$ cat config.mk
export PLATFORM = sky130hd
export DESIGN_NAME = bioadc_emu_top
export DESIGN_NICKNAME = d
export VERILOG_FILES = /design/src/rtl/bioadc_emu_pkg.sv /design/src/rtl/bioadc_emu_spi_rx.sv /design/src/rtl/bioadc_emu_regs.sv /design/src/rtl/bioadc_emu_top.sv
export SDC_FILE = /design/constraint.sdc
export NUM_CORES = 1
export LEC_CHECK = 0
export BUFFER_PORTS_ARGS = -buffer_cell sky130_fd_sc_hd__buf_2
export CAP_MARGIN = 0
export CORE_AREA = 2 2 172 258
export CTS_CLUSTER_SIZE = 16
export DETAILED_ROUTE_END_ITERATION = 6
export DIE_AREA = 0 0 174 260
export PLACE_DENSITY_LB_ADDON = 0.25
export SLEW_MARGIN = 20
export SYNTH_ARGS = -nofsm -noshare
export SYNTH_HDL_FRONTEND = slang
export SYNTH_SLANG_ARGS = --single-unit
$ cat constraint.sdc
create_clock -name clk -period 8.5 [get_ports clk]
set_input_delay 0.425 -clock clk [delete_from_list [all_inputs] [get_ports clk]]
set_output_delay 0.425 -clock clk [all_outputs]
set_load 0.02 [all_outputs]
$ cat src/rtl/bioadc_emu_pkg.sv
package bioadc_emu_pkg;

    typedef enum logic [1:0] {
        PW_RUN,
        PW_ENTER,
        PW_SLEEP,
        PW_WAKE
    } pwr_e;

    typedef enum logic [1:0] {
        PH_CMD,
        PH_CNT,
        PH_DATA
    } phase_e;

    localparam logic [7:0] OP_WAKEUP  = 8'h02;
    localparam logic [7:0] OP_STANDBY = 8'h04;
    localparam logic [7:0] OP_RESET   = 8'h06;
    localparam logic [7:0] OP_STREAM  = 8'h10;
    localparam logic [7:0] OP_HALT    = 8'h11;
    localparam logic [2:0] OP_RD_HI   = 3'b001;
    localparam logic [2:0] OP_WR_HI   = 3'b010;

    localparam logic [7:0] STATUS_HDR  = 8'hC0;
    localparam logic [4:0] FRAME_BYTES = 5'd27;

endpackage

$ cat src/rtl/bioadc_emu_spi_rx.sv
module bioadc_emu_spi_rx #(
    parameter int SYNC = 2
) (
    input  logic       clk,
    input  logic       rst_n,
    input  logic       sclk,
    input  logic       cs_n,
    input  logic       mosi,
    output logic       cs_act,
    output logic       sclk_rise,
    output logic       byte_stb,
    output logic [7:0] byte_val,
    output logic [2:0] bitcnt
);

    typedef struct packed {
        logic [SYNC:0]   sclk;
        logic [SYNC-1:0] cs;
        logic [SYNC-1:0] mosi;
        logic [6:0]      shift;
        logic [2:0]      bits;
        logic            stb;
        logic [7:0]      data;
    } rx_t;

    rx_t q, d;
    logic rise_w;
    logic mosi_w;

    assign cs_act    = ~q.cs[SYNC-1];
    assign rise_w    = q.sclk[SYNC-1] & ~q.sclk[SYNC];
    assign mosi_w    = q.mosi[SYNC-1];
    assign sclk_rise = rise_w & cs_act;
    assign byte_stb  = q.stb;
    assign byte_val  = q.data;
    assign bitcnt    = q.bits;

    always_comb begin
        d      = q;
        d.sclk = {q.sclk[SYNC-1:0], sclk};
        d.cs   = {q.cs[SYNC-2:0], cs_n};
        d.mosi = {q.mosi[SYNC-2:0], mosi};
        d.stb  = 1'b0;
        if (!cs_act) begin
            d.bits  = 3'd0;
            d.shift = 7'd0;
        end else if (rise_w) begin
            d.shift = {q.shift[5:0], mosi_w};
            d.bits  = q.bits + 3'd1;
            if (q.bits == 3'd7) begin
                d.stb  = 1'b1;
                d.data = {q.shift, mosi_w};
            end
        end
    end

    always_ff @(posedge clk or negedge rst_n) begin
        if (!rst_n) begin
            q       <= '0;
            q.cs    <= '1;
        end else begin
            q <= d;
        end
    end

    // a deselected port holds no partial byte
    p_bits_clear_r12: assert property (@(posedge clk) disable iff (!rst_n)
        !cs_act |=> (bitcnt == 3'd0));

    // a byte strobe never repeats on consecutive cycles
    p_stb_single_r2: assert property (@(posedge clk) disable iff (!rst_n)
        byte_stb |=> !byte_stb);

endmodule

$ cat src/rtl/bioadc_emu_regs.sv
module bioadc_emu_regs #(
    parameter int         NREG = 26,
    parameter int         AW   = 5,
    parameter logic [7:0] ID   = 8'h92
) (
    input  logic          clk,
    input  logic          rst_n,
    input  logic          clr,
    input  logic          we,
    input  logic [AW-1:0] waddr,
    input  logic [7:0]    wdata,
    input  logic [AW-1:0] raddr,
    output logic [7:0]    rdata
);

    logic [7:0] mem_q [NREG];
    logic [7:0] mem_d [NREG];

    function automatic logic [7:0] dflt(input int i);
        return (i == 0) ? ID : 8'h00;
    endfunction

    always_comb begin
        for (int i = 0; i < NREG; i++) begin
            mem_d[i] = mem_q[i];
        end
        if (clr) begin
            for (int i = 0; i < NREG; i++) begin
                mem_d[i] = dflt(i);
            end
        end else if (we && (waddr != '0) && (int'(waddr) < NREG)) begin
            mem_d[int'(waddr)] = wdata;
        end
    end

    assign rdata = (int'(raddr) < NREG) ? mem_q[int'(raddr)] : 8'h00;

    generate
        for (genvar g = 0; g < NREG; g++) begin : g_cell
            always_ff @(posedge clk or negedge rst_n) begin
                if (!rst_n) mem_q[g] <= dflt(g);
                else        mem_q[g] <= mem_d[g];
            end
        end
    endgenerate

    // identification register cannot be overwritten
    p_id_fixed_r4: assert property (@(posedge clk) disable iff (!rst_n)
        (we && waddr == '0) |=> (mem_q[0] == ID));

    // a clear leaves the last register at its default
    p_clear_r11: assert property (@(posedge clk) disable iff (!rst_n)
        clr |=> (mem_q[NREG-1] == dflt(NREG-1)));

endmodule

$ cat src/rtl/bioadc_emu_top.sv
module bioadc_emu_top
    import bioadc_emu_pkg::*;
#(
    parameter int         NREG       = 26,
    parameter logic [7:0] ID         = 8'h92,
    parameter int         SAMPLE_DIV = 400000,
    parameter int         ENTER_DLY  = 1800,
    parameter int         WAKE_DLY   = 1800
) (
    input  logic clk,
    input  logic rst_n,
    input  logic spi_sclk,
    input  logic spi_cs_n,
    input  logic spi_mosi,
    output logic spi_miso,
    output logic drdy_n
);

    localparam int AW   = 5;
    localparam int CW   = $clog2(SAMPLE_DIV);
    localparam int DMAX = (ENTER_DLY > WAKE_DLY) ? ENTER_DLY : WAKE_DLY;
    localparam int DW   = $clog2(DMAX + 1);

    typedef struct packed {
        pwr_e          pwr;
        phase_e        phase;
        logic          is_wr;
        logic [AW-1:0] addr;
        logic [8:0]    remain;
        logic          stream;
        logic [CW-1:0] per;
        logic [15:0]   samp;
        logic [15:0]   frame;
        logic          rdy_n;
        logic [DW-1:0] dly;
        logic [4:0]    fidx;
    } st_t;

    st_t q, d;

    logic       cs_act, sclk_rise, byte_stb;
    logic [7:0] byte_val, reg_rdata, tx;
    logic [2:0] bitcnt;
    logic       reg_we, reg_clr, tick;

    bioadc_emu_spi_rx #(.SYNC(2)) u_rx (
        .clk(clk), .rst_n(rst_n), .sclk(spi_sclk), .cs_n(spi_cs_n), .mosi(spi_mosi),
        .cs_act(cs_act), .sclk_rise(sclk_rise), .byte_stb(byte_stb),
        .byte_val(byte_val), .bitcnt(bitcnt)
    );

    bioadc_emu_regs #(.NREG(NREG), .AW(AW), .ID(ID)) u_regs (
        .clk(clk), .rst_n(rst_n), .clr(reg_clr), .we(reg_we),
        .waddr(q.addr), .wdata(byte_val), .raddr(q.addr), .rdata(reg_rdata)
    );

    function automatic logic [7:0] frame_byte(input logic [4:0] idx, input logic [15:0] cnt);
        int k;
        if (idx == 5'd0) return STATUS_HDR;
        if (idx < 5'd3 || idx >= FRAME_BYTES) return 8'h00;
        k = int'(idx) - 3;
        case (k % 3)
            0:       return 8'(k / 3);
            1:       return cnt[15:8];
            default: return cnt[7:0];
        endcase
    endfunction

    assign tick = q.stream && (q.pwr == PW_RUN) && (q.per == CW'(SAMPLE_DIV - 1));

    always_comb begin
        d       = q;
        reg_we  = 1'b0;
        reg_clr = 1'b0;

        d.per = (q.stream && !tick) ? q.per + 1'b1 : '0;
        if (tick) begin
            d.rdy_n = 1'b0;
            d.frame = q.samp;
            d.samp  = q.samp + 16'd1;
        end else if (sclk_rise || !q.stream || q.per == CW'(SAMPLE_DIV - 2)) begin
            d.rdy_n = 1'b1;
        end

        case (q.pwr)
            PW_ENTER: begin
                d.dly = q.dly + 1'b1;
                if (q.dly == DW'(ENTER_DLY - 1)) begin d.pwr = PW_SLEEP; d.dly = '0; end
            end
            PW_WAKE: begin
                d.dly = q.dly + 1'b1;
                if (q.dly == DW'(WAKE_DLY - 1)) begin d.pwr = PW_RUN; d.dly = '0; end
            end
            default: ;
        endcase

        if (!cs_act) begin
            d.phase = PH_CMD;
            d.fidx  = '0;
        end else if (byte_stb) begin
            if (q.fidx != 5'd31) d.fidx = q.fidx + 5'd1;
            if (q.pwr == PW_SLEEP) begin
                if (byte_val == OP_WAKEUP) begin d.pwr = PW_WAKE; d.dly = '0; end
            end else if (q.pwr == PW_RUN) begin
                if (q.stream) begin
                    if (byte_val == OP_HALT) d.stream = 1'b0;
                end else begin
                    case (q.phase)
                        PH_CMD: begin
                            if (byte_val[7:5] == OP_RD_HI || byte_val[7:5] == OP_WR_HI) begin
                                d.is_wr = (byte_val[7:5] == OP_WR_HI);
                                d.addr  = byte_val[4:0];
                                d.phase = PH_CNT;
                            end else if (byte_val == OP_STANDBY) begin
                                d.pwr = PW_ENTER;
                                d.dly = '0;
                            end else if (byte_val == OP_RESET) begin
                                reg_clr = 1'b1;
                                d.samp  = '0;
                            end else if (byte_val == OP_STREAM) begin
                                d.stream = 1'b1;
                                d.samp   = '0;
                                d.per    = '0;
                            end
                        end
                        PH_CNT: begin
                            d.remain = {1'b0, byte_val} + 9'd1;
                            d.phase  = PH_DATA;
                        end
                        default: begin
                            if (q.remain != 9'd0) begin
                                reg_we   = q.is_wr;
                                d.addr   = q.addr + 1'b1;
                                d.remain = q.remain - 9'd1;
                            end
                        end
                    endcase
                end
            end
        end
    end

    always_comb begin
        if (q.stream)
            tx = frame_byte(q.fidx, q.frame);
        else if (q.pwr == PW_RUN && q.phase == PH_DATA && !q.is_wr && q.remain != 9'd0)
            tx = reg_rdata;
        else
            tx = 8'h00;
    end

    assign spi_miso = cs_act ? tx[3'd7 - bitcnt] : 1'b0;
    assign drdy_n   = q.rdy_n;

    always_ff @(posedge clk or negedge rst_n) begin
        if (!rst_n) begin
            q       <= '0;
            q.pwr   <= PW_RUN;
            q.phase <= PH_CMD;
            q.rdy_n <= 1'b1;
        end else begin
            q <= d;
        end
    end

    // no frame indication unless streaming
    p_rdy_needs_stream_r8: assert property (@(posedge clk) disable iff (!rst_n)
        !q.stream |=> drdy_n);

    // only the halt opcode leaves streaming
    p_stream_hold_r7: assert property (@(posedge clk) disable iff (!rst_n)
        (q.stream && byte_stb && byte_val != OP_HALT) |=> q.stream);

    // sleep is left only through wake-up
    p_sleep_hold_r9: assert property (@(posedge clk) disable iff (!rst_n)
        (q.pwr == PW_SLEEP && !(byte_stb && cs_act && byte_val == OP_WAKEUP)) |=> (q.pwr == PW_SLEEP));

    // waking never falls back to sleep
    p_wake_fwd_r10: assert property (@(posedge clk) disable iff (!rst_n)
        (q.pwr == PW_WAKE) |=> (q.pwr == PW_WAKE || q.pwr == PW_RUN));

endmodule

Yosys cells after proc, flatten, opt, wreduce, memory -nomap -nowiden

Cells that the tools add are included.

Add/subtract/negate cells: 10
Div/mod/pow operators: 2
Order comparisons: 6
Equality and inequality tests: 22
Muxes and demuxes: 100
Bitwise operators: 9
Reduce and logical (&&, ||, !) cells: 40

Operators by type and width:

| cell                                                                   | count |
|---|---|
| 36-bit 2-to-1 mux                                                      | 13 |
| 208-bit 2-to-1 mux                                                     | 2 |
| 208-bit bitwise mux                                                    | 1 |
| 11-bit 2-to-1 mux                                                      | 10 |
| 55-bit 2-to-1 mux                                                      | 2 |
| 8-bit 2-to-1 mux                                                       | 11 |
| 35-bit 2-to-1 mux                                                      | 2 |
| 19-bit 2-to-1 mux                                                      | 3 |
| 53-bit 2-to-1 mux                                                      | 1 |
| 8-bit binary-select mux with 5-bit select                              | 1 |
| 8-bit demux with 5-bit select                                          | 1 |
| 19-bit == test, second input constant                                  | 2 |
| 32-bit by 3-bit divider with 32-bit output, second input constant      | 1 |
| 32-bit by 1-bit == test with 1-bit output, second input constant       | 1 |
| 32-bit by 6-bit >= comparator with 1-bit output, second input constant | 1 |
| 32-bit zero test                                                       | 1 |
| 32-bit by 1-bit < comparator with 1-bit output, second input constant  | 1 |
| 32-bit by 3-bit modulo with 32-bit output, second input constant       | 1 |
| 16-bit 2-to-1 mux                                                      | 2 |
| 32-bit 2-to-1 mux                                                      | 1 |
| 5-bit NOT with 32-bit output                                           | 1 |
| 1-bit 2-to-1 mux                                                       | 28 |
| 20-bit 2-to-1 mux                                                      | 1 |
| 19-bit by 1-bit adder with 19-bit output, second input constant        | 1 |
| 53 further kinds                                                       | 100 |

Bits in registers: 322
Output and inout port bits: 2
Logic and storage cells: 234

Depth between registers and ports, before layout

Depth in word-level cells: 25
Depth in mapped cells: 27

Hierarchy

A second synthesis with hierarchy kept.

Cells, all modules: 1683
Area, all modules: 17794.6 sq um

By module, submodules not included:

| module            | times used | cells an instance | area an instance (sq um) |
|---|---|---|---|
| bioadc_emu_regs   | 1          | 895               | 10495.1 |
| bioadc_emu_top    | 1          | 703               | 6228.5 |
| bioadc_emu_spi_rx | 1          | 85                | 1071.0 |

Worst setup path before layout

No wires, ideal clock.

Path kind: reg2out
Start point: reg q[0] in the netlist's numbering
End point: out spi_miso
Data arrival time: 5.978 ns
Data required time: 8.075 ns
Slack: 2.097 ns
Stages on the path, launching flop included: 26
Path buffers: 2
Path through: dfrtp_1 > buf_2 > inv_2 > ha_1 > nor4b_1 > o21ai_0 > nand2_1 > nand2_1 > ha_1 > buf_1 > nor4_4 > xnor2_1 > ha_1 > a21oi_2 > nand2_2 > inv_2 > xnor2_1 > inv_1 > ha_1 > or4_1 > o41ai_1 > a21boi_0 > nor4_4 > mux2_2 > o311ai_1 > and4b_1

Cells in the longest elaborated chain, start to end: 11
Elaborated cells on any way between the ends: 22
Those cells by class: add/sub: 1; div: 2; order compare: 2; eq/ne: 1; mux: 13; reduce/logical: 3

RTL lines:

| item                                                                                              | line                  | RTL |
|---|---|---|
| start: declaration                                                                                | bioadc_emu_top.sv:39  | `st_t q, d;` |
| parallel branches: the longest is 6 deep, another holds 32-bit by 3-bit modulo with 32-bit output | -                     |  |
| 8-bit 2-to-1 mux *                                                                                | bioadc_emu_top.sv:60  | `if (idx < 5'd3 \|\| idx >= FRAME_BYTES) return 8'h00;` |
| 8-bit 2-to-1 mux *                                                                                | bioadc_emu_top.sv:144 | `if (q.stream)` |
| 1-bit binary-select mux with 3-bit select *                                                       | bioadc_emu_top.sv:152 | `assign spi_miso = cs_act ? tx[3'd7 - bitcnt] : 1'b0;` |
| 1-bit 2-to-1 mux (not written as such) *                                                          | bioadc_emu_top.sv:152 |  |
| 1-bit 2-to-1 mux *                                                                                | bioadc_emu_top.sv:152 |  |
| end: declaration                                                                                  | bioadc_emu_top.sv:15  | `output logic spi_miso,` |

Mark *: on every way between the ends. The select of a mux whose other input is x is not followed.

Worst setup path after layout

Start point: reg q[1] in the netlist's numbering
End point: out spi_miso

The elaborated chain is that of the path after synthesis.

==> impl_metrics.env <==
export IMPL_outcome="finished clean"
export IMPL_relSlewSlack=0.263
export IMPL_arrival_ns=7.49
export IMPL_fillers=4210
export IMPL_synth_top_area_frac=0.464
export IMPL_cts_setup_buffers=0
export IMPL_finalCriticalPeriod_ns=7.92
export IMPL_cts_max_level=2
export IMPL_layout_commonest_cell="nand2_1"
export IMPL_yosys_area_top_type="dfrtp_1"
export IMPL_worst_path_max_fanout=23
export IMPL_num_rows=93
export IMPL_grt_pass1_vias=13100
export IMPL_max_stage_delay_ns=0.57
export IMPL_tns_ns=0
export IMPL_synthToLayoutAreaGrowth_pct=9.19
export IMPL_cts_root_buf="clkbuf_16"
export IMPL_rsz0062_at_grt="false"
export IMPL_io_pins=7
export IMPL_hold_depth=0
export IMPL_ys_ff_latch=322
export IMPL_cp_end_kind="primary output"
export IMPL_syn_area_mm2=0.0171
export IMPL_gp_congestion=0.850
export IMPL_drt_pre_antenna_iters=5
export IMPL_grt_overflow_total=0
export IMPL_yosys_warnings=0
export IMPL_fin_util=0.435
export IMPL_cp_depth=23
export IMPL_drive_above_1_share=0.107
export IMPL_fp_dieH_um=260
export IMPL_cts_tree="built"
export IMPL_max_clock_freq_ghz=0.126
export IMPL_cap_violations=0
export IMPL_die_area_mm2=0.0452
export IMPL_skew_ns=0.0200
export IMPL_portBuffers=6
export IMPL_grt_pass1_wl_mm=71.4
export IMPL_crit_chain="ha_2 -> or2_2 -> o221ai_1 -> o21ai_0 -> nand2_1 -> ha_1 -> nor4_4 -> xnor2_1 -> ha_1 -> a21oi_2 -> nand2_2 -> inv_2 -> xnor2_1 -> inv_1 -> ha_1 -> or4_1 -> o41ai_1 -> a21boi_0 -> nor4_4 -> mux2_2 -> o311ai_1 -> and4b_1 -> buf_2"
export IMPL_grt_max_degree=149
export IMPL_die_w_um=174
export IMPL_synth_sequential_area_ratio=0.473
export IMPL_synthCells=1831
export IMPL_antenna_found_initial=0
export IMPL_insertion_delay_ns=0.54
export IMPL_grt_busiest_layer="met2"
export IMPL_synth_area_leaders="dfrtp_1 46%, nand2_1 8.7%, mux4_2 6.3%"
export IMPL_worst_slack_ns=0.584
export IMPL_leakage_nw=8.05
export IMPL_crit_slowest_cell="dfrtp_1"
export IMPL_final_nets=1798
export IMPL_worst_setup_path_start_kind="flop"
export IMPL_timing_worst_setup_path_type="reg2out"
export IMPL_netlist_cell_type_count=82
export IMPL_core_area_mm2=0.0428
export IMPL_hold_violations=0
export IMPL_grtUsageMet2=0.358
export IMPL_layout_common_cells="393 x nand2_1, 314 x dfrtp_1, 177 x nor2_1, 126 x o21ai_0, 97 x a21oi_1"
export IMPL_hold_class="reg2reg"
export IMPL_path_clk_slew_ns=0.06
export IMPL_slew_violations=0
export IMPL_cts_buffers=34
export IMPL_syn_area_per_cell_um2=9.31
export IMPL_final_setup_viol_count=0
export IMPL_p_per_area_mw_per_mm2=164
export IMPL_async_reset_ff_frac=1.00
export IMPL_drt_total_wl_mm=43.7
export IMPL_tightest_slew_ns=1.10
export IMPL_met1_usage=0.238
export IMPL_place_ws_ns=1.03
export IMPL_synth_edf_count=0
export IMPL_drt_iter0_drc=914
export IMPL_worst_endpoint_required_ns=8.08
export IMPL_vias_per_cell=5.55
export IMPL_crit_top_cell="ha_1"
export IMPL_clockBufferDepth=3
export IMPL_synthFlopType="dfrtp_1"
export IMPL_start_util=0.398
export IMPL_track_usage=0.195
export IMPL_ir_worst_vdd_mv=0.140
export IMPL_wl_per_cell_um=18.5
export IMPL_period_share=0.931
export IMPL_via_count=13100
export IMPL_post_route_drc_count=0
export IMPL_ant_nets=0
export IMPL_synth_fp_nets=1859
export IMPL_grt_util_met3=0.0202
export IMPL_crit_family="simple AND/OR/NAND/NOR gates"
export IMPL_clock_sinks=322
export IMPL_critPathBufInv=3
export IMPL_r2r_cells=10
export IMPL_dp_hpwl_mm=27.9
export IMPL_antenna_cells=0
-- layout make-up --
class	count	area [um2]	area share
multi-input combinational	1359	8430	0.453
sequential	322	8070	0.433
clock buffer	46	946	0.0508
tap	570	713	0.0383
timing repair buffer	28	228	0.0122
clock inverter	13	139	0.00746
inverter	25	93.8	0.00504
-- where the power goes --
group	switching [mW]	total [mW]	leakage (nW)	internal, mW
clock	0.622	1.47	0.531	0.847
combinational	0.0360	0.0440	3.05	0.00799
sequential	0.00703	1.54	4.46	1.54
total	0.665	3.06	8.05	2.39
-- cell families after synthesis --
| group | Yosys count | synth area share |
|---|---|---|
| AOI/OAI and AO/OA | 315 | 0.112 |
| muxes | 137 | 0.118 |
| buffers and inverters | 150 | 0.0342 |
| adders and majority gates | 24 | 0.0175 |
| DFF | 322 | 0.473 |
| xor gates and xnor gates | 61 | 0.0313 |
| and+or+nand+nor | 822 | 0.214 |
-- synth_stat cells (13+ instances only) --
library cell and n:
o21ai_0 126, mux2i_1 60, mux4_2 48, nand2b_1 14, ha_1 23, inv_1 23, nand4_1 13, and3_1 20
mux2_2 29, xor2_1 31, clkbuf_1 103, nor2b_1 14, buf_1 15, dfrtp_1 316, a21oi_1 97, xnor2_1 30
a211oi_1 14, nor3_1 33, nand3_1 86, and2_1 15, nand2_1 393, nor2_1 178
-- worst reg2reg max path: cells and delay by family (launching register included) --
family                   cells  cell delay, ns
AND/OR/NAND/NOR              6            2.23
buffers and inverters        2            0.89
flip-flops                   1            0.77
multiplexers                 1            0.29
adder cells (fa/ha/maj)      1            0.27
-- stage by stage --
stage               instances  area [um2]  hold WS (ns)  power [mW]
floorplan                1831       17100         0.129        1.58
global placement         2300       17500         0.344        1.61
detailed placement       2300       17500         0.346        1.62
CTS                      2363       18600         0.362        3.09
global route             2363       18600         0.364        3.16
finish                   2363       18600         0.356        3.06
-- timing repair --
action | 4_1_cts | 5_1_grt
hold endpoints to repair | 82 | 0
hold buffers | 4 | 0
resized for setup | 0 | 1
endpoints found under the setup margin | 0 | 1
-- worst paths after layout --
check	to	startpoint	slack (ns)
worst min register to register	u_rx.q[22]	u_rx.d[22]	0.36
min in group asynchronous	u_regs.mem_q[161]	rst_n	0.56
worst min-delay path	u_rx.q[22]	u_rx.d[22]	0.36
worst max-delay path	spi_miso	q[1]	0.58
max in group asynchronous	q[46]	rst_n	6.48
worst max register to register	u_regs.mem_q[34]	q[78]	3.87
-- state kept, by name, summed over array words and instances, names as in the netlist --
name           cells
u_regs.mem_q     208
q                 87
u_rx.q             9
u_rx.byte_val      8
u_rx.d             4
u_rx.bitcnt        3
drdy_n             1
u_rx.byte_stb      1
u_rx.mosi_w        1
-- metal layers --
| layer | vias up | share of wire |
|---|---|---|
| li1 | 6202 | - |
| met1 | 6562 | 0.42 |
| met2 | 277 | 0.53 |
| met3 | 82 | 0.031 |
| met4 | 0 | 0.029 |
| met5 | - | 0 |
(Power assumes the default switching activity.)
